File: src/rtl/csync_merge.sv
module csync_merge #(
  parameter int CW = 8
) (
  input  logic          clk,
  input  logic          rst_n,
  input  logic          hsync_in,
  input  logic          vsync_in,
  input  logic          h_pol_hi,
  input  logic          v_pol_hi,
  input  logic          mode_eq,
  input  logic [CW-1:0] min_width,
  output logic          csync_n
);

  localparam logic [CW-1:0] ONE = {{(CW-1){1'b0}}, 1'b1};

  logic [1:0]    h_sy, v_sy;
  logic          comb;
  logic [CW-1:0] eff, flt_cnt;

  // inputs become active-low before the synchroniser, so reset means "inactive"
  always_ff @(posedge clk or negedge rst_n) begin
    if (!rst_n) begin
      h_sy <= 2'b11;
      v_sy <= 2'b11;
    end else begin
      h_sy <= {h_sy[0], hsync_in ^ h_pol_hi};
      v_sy <= {v_sy[0], vsync_in ^ v_pol_hi};
    end
  end

  assign comb = mode_eq ? ~(h_sy[1] ^ v_sy[1]) : (h_sy[1] & v_sy[1]);
  assign eff  = (min_width == '0) ? ONE : min_width;

  always_ff @(posedge clk or negedge rst_n) begin
    if (!rst_n) begin
      flt_cnt <= '0;
      csync_n <= 1'b1;
    end else if (comb == csync_n) begin
      flt_cnt <= '0;
    end else if (flt_cnt == eff - ONE) begin
      flt_cnt <= '0;
      csync_n <= comb;
    end else begin
      flt_cnt <= flt_cnt + ONE;
    end
  end

endmodule

File: config.mk
export PLATFORM = sky130hd
export DESIGN_NAME = csync_merge
export DESIGN_NICKNAME = d
export VERILOG_FILES = /design/src/rtl/csync_merge.sv
export SDC_FILE = /design/constraint.sdc
export NUM_CORES = 1
export LEC_CHECK = 0
export ABC_AREA = 1
export BUFFER_PORTS_ARGS = -buffer_cell sky130_fd_sc_hd__buf_2
export CORE_MARGIN = 2
export CORE_UTILIZATION = 54
export DETAILED_ROUTE_END_ITERATION = 6
export PLACE_DENSITY_LB_ADDON = 0.1
export SLEW_MARGIN = 20
export SYNTH_ARGS = -nofsm -noshare
export SYNTH_HDL_FRONTEND = slang
export SYNTH_SLANG_ARGS = --single-unit
File: constraint.sdc
create_clock -name clk -period 2 [get_ports clk]
set_clock_uncertainty 0.2 [all_clocks]
set_input_delay 0.4 -clock clk [delete_from_list [all_inputs] [get_ports clk]]
set_output_delay 0.4 -clock clk [all_outputs]
set_load 0.03 [all_outputs]
After elaboration in Yosys (flattened, before gate mapping)

Index checks and enable logic that the tools add are counted.

Bits of input ports: 15
Register bits: 13

Eq/ne operators: 2
$add $sub $neg: 2
Bitwise operators: 6
Muxes and demuxes: 4
Reduce and logical (&&, ||, !) cells: 2

Operators with widths:

| cell                                              | number |
|---|---|
| two-way mux 8 bit                                 | 3 |
| adder 8 x 1 -> 8 bit (second input constant)      | 1 |
| equality test 8 bit                               | 1 |
| logical NOT 8 bit                                 | 1 |
| subtractor 8 x 1 -> 8 bit (second input constant) | 1 |
| XOR 1 bit                                         | 3 |
| inverter 1 bit                                    | 2 |
| AND reduction 2 bit                               | 1 |
| AND 1 bit                                         | 1 |
| equality test 1 bit                               | 1 |
| two-way mux 1 bit                                 | 1 |

Logic depth before layout (Yosys ltp)

Depth after elaboration: 6
Mapped depth: 14

Worst setup path before layout

Ideal clock, no wire load.

Path type: input-to-reg
From: input min_width[1]
To: register flt_cnt[6]
Path buffers: 0
Cell stages on the path: 14
Slack: -0.111 ns
Setup time: 0.121 ns
Arrival time: 1.791 ns
Cell sequence: inv_1 > nand2_1 > nor2_2 > nand2_4 > nand2_2 > inv_1 > ha_1 > xnor2_1 > xor2_1 > nand3_2 > nor2_2 > nand2_2 > nand2_4 > nor2_2

Longest elaborated chain between the ends: 6

RTL lines:

| item                          | line | source |
|---|---|---|
| start, declared               | 11   | `input logic [CW-1:0] min_width,` |
| logical NOT 8 bit             | 33   | `assign eff = (min_width == '0) ? ONE : min_width;` |
| two-way mux 8 bit (*)         | 33   |  |
| subtractor 8 x 1 -> 8 bit (*) | 41   | `end else if (flt_cnt == eff - ONE) begin` |
| equality test 8 bit (*)       | 41   |  |
| two-way mux 8 bit (*)         | 41   |  |
| two-way mux 8 bit (*)         | 39   | `end else if (comb == csync_n) begin` |
| end signal, assigned          | 45   | `flt_cnt <= flt_cnt + ONE;` |
| end, declared                 | 19   | `logic [CW-1:0] eff, flt_cnt;` |

Mark *: on every way between the ends. The rest lies on a longest branch, timed or not.
A chain may end at the register's enable or synchronous reset.

Final worst setup path

From: input min_width[2]
To: register flt_cnt[5]

Same word-level chain as after synthesis.

==> results by group <==
Synthesis
  – Synthesis warning total: 0
  – Cells after Synth: 109
  – Cell taking the most area after synthesis: dfrtp_1
  – Post-Syn Nets: 127
  – Post-synthesis cell area: 916 um2
  – Seq/Total Area, Yosys: 36.2%
  – Area contributors post-synth: dfrtp_1 (22%), dfstp_2 (14%), xor2_1 (9.6%)
  – Synth top area share: 21.9%
  – Syn avg cell area: 8.40 um2
  – Synth Register Bits: 13
  – Library cells used by synthesis: 21

Detailed routing
  – Vias per cell: 4.99
  – Drt total wl: 2020 um
  – DR DRC count: 0
  – First-pass iteration count of the detailed router: 4
  – DR iter-0 viols: 8
  – DR WL/cell: 12.5 um
  – Final antenna-violating net count: 0
  – DR vias: 804

Timing
  – Max-slew headroom: 80.6%
  – Period utilisation layout: 98.8%
  – Minimum clock period: 1.98 ns
  – Final worst slack: 0.0237 ns
  – Fmax: 0.506 GHz
  – Final setup violation count: 0
  – Final Hold Fails: 0
  – Slew @ Worst Pin: 0.288 ns
  – Fin. max-slew vios: 0
  – RSZ-0062 raised after global routing: true

Placement
  – Dpl ws: -0.342 ns
  – Quantity of I/O buffers inserted on ports: 15
  – Placed insts: 152
  – Detailed placement HPWL: 1460 um
  – Gp weighted congestion: 0.773

Clock network
  – Clk root buf: clkbuf_4
  – CTS Sinks: 13
  – Total CTS buffers: 3
  – Clk pin slew, worst setup/hold paths: 0.06 ns
  – Worst skew pair latency: 0.27 ns
  – CTS tree: done
  – CTS H-tree depth: 1
  – Clock Tree Buf Depth: 2

Setup path
  – Crit-path max FO: 8
  – Worst r2r src: h_sy[1]
  – Setup CP Type: primary input to flop
  – Worst EP arrival: 1.93 ns
  – R2R cell count: 6
  – Worst Setup End Kind: flop
  – R2R Path End: flt_cnt[1]
  – R2R setup slack: 0.28 ns
  – Worst Path Required: 1.96 ns
  – Crit path launch type: primary input

Worst hold path
  – Min-delay worst type: primary input to flop
  – Worst hold endpoint: v_sy[0]
  – Hold Path Depth: 2
  – Min-delay src: vsync_in

Layout
  – Most common cell after layout, fill and taps aside: buf_4
  – ANT cells: 0
  – Area growth from synthesis to final layout: 41.4%
  – Layout cells sized above 1: 49.0%
  – Final non-filler cell total: 161
  – Nets@finish: 164
  – Area of the multi-input gates: 567 um2
  – Most frequent cells in the layout: buf_4 (16), nand2_1 (15), inv_1 (10), xor2_1 (10), buf_2 (10)
  – Register area: 332 um2
  – Fillers: 98

Pwr
  – Sw power: 0.282 mW
  – Clk pwr share: 19.1%
  – Worst ir drop on vdd: 0.731 mV
  – Final total power: 0.801 mW
  – Switching part of the total: 35.2%
  – Sequential share of power: 43.0%
  – LEAKAGE: 0.620 nW
  – Int Pwr: 0.519 mW
  – PwrDens: 618 nW/um2
  – Logic gate share of total power: 37.8%

Die
  – Die boundary height: 45.2 um
  – Initial core utilization: 59.4%
  – CORE AREA: 1540 um2
  – # rows: 14
  – Die X: 45.2 um
  – Area of the die: 2040 um2
  – Io pins: 16

Flow run
  – Max-cap violation count: 0

Run status
  – Status: complete, no violations

GRT
  – Initial antenna violation count: 0
  – Number of global-route vias before repair: 736
  – First-pass GRT wire length: 2970 um
  – GRT Util Overall: 20.5%
  – Largest net degree at the start of global routing: 14
  – GRT overflow: 0
==> synth_stat cells, drive strengths merged <==
master and instances:
nand3 8, nand4 4, nand2 23, xor2 10
dfrtp 8, dfstp 5, xnor2 8, nor2 17
ha 3, o21ai 2, or2 1, nor3 1
inv 18, nand3b 1
==> kinds of logic (layout without fill, tap and decap cells) <==
| kind of cell | after synthesis | count (layout) | share of synthesized area, % |
|---|---|---|---|
| compound gates | 2 | 2 | 1.09 |
| xor+xnor | 18 | 18 | 17.2 |
| fa+ha+maj | 3 | 3 | 4.10 |
| buf+inv | 18 | 54 | 8.20 |
| flops | 13 | 13 | 36.2 |
| simple gates | 55 | 55 | 33.2 |
==> critical path: stages <==
cell	delay, ns
buf_12	0.11
inv_12	0.04
nand2_4	0.04
nor2_4	0.13
nand2_4	0.07
nand2_4	0.07
inv_4	0.04
ha_4	0.16
xnor2_2	0.17
xor2_1	0.18
nand3_2	0.10
nor2_4	0.14
nand2_2	0.08
nand2_4	0.14
nor2_2	0.04
==> area by class of cell <==
type	count	share of cell area, %
repair buffers	32	18.9
clock buffers	4	2.03
well taps	16	1.55
inverters	18	8.12
flip-flops and latches	13	25.6
multi-input cells	78	43.8
==> through the flow <==
stage               utilization, %  instance area [um2]  hold WS, ns  TNS [ns]
global route                  84.0                 1290       0.0574    -0.645
finish                        84.0                 1290       0.0693         0
floorplan                        -                  981      -0.0956    -0.282
CTS                           78.3                 1210       0.0580         0
detailed placement            75.6                 1170       0.0879     -2.97
global placement              75.6                 1170       0.0869     -2.70
==> registers in the layout, summed over array words and instances, names as in the netlist <==
name,cells
h_sy,2
csync_n,1
flt_cnt,8
v_sy,2
==> power groups by stage <==
stage	clock network, mW	registers, mW	logic [mW]
floorplan	0	0.354	0.179
global placement	0	0.347	0.261
detailed placement	0	0.350	0.274
CTS	0.159	0.345	0.284
global route	0.175	0.351	0.337
finish	0.153	0.345	0.303
==> how the worst max path moves through the flow <==
stage / from / to
6_report: min_width[2] / flt_cnt[5]
5_1_grt: min_width[2] / flt_cnt[0]
4_1_cts: min_width[3] / flt_cnt[7]
3_5_place_dp: min_width[2] / flt_cnt[7]
3_3_place_gp: min_width[2] / flt_cnt[7]
2_1_floorplan: min_width[2] / flt_cnt[6]
==> layer usage <==
metal  up-vias  wire length [um]  track usage (%)
met4         0                38             8.82
met1       370               764             23.0
met3         6                64             2.40
met5         -                 0                0
li1        408                 -                -
met2        20              1150             38.3
==> timing repair <==
item,CTS,global route
endpoints found under the setup margin,8,9
hold buffers,1,0
pin swaps,4,18
hold endpoints to repair,8,0
gates cloned,0,0
setup buffers,0,4
resized for setup,1,17
No activity file was read; power rests on OpenSTA's default activity.
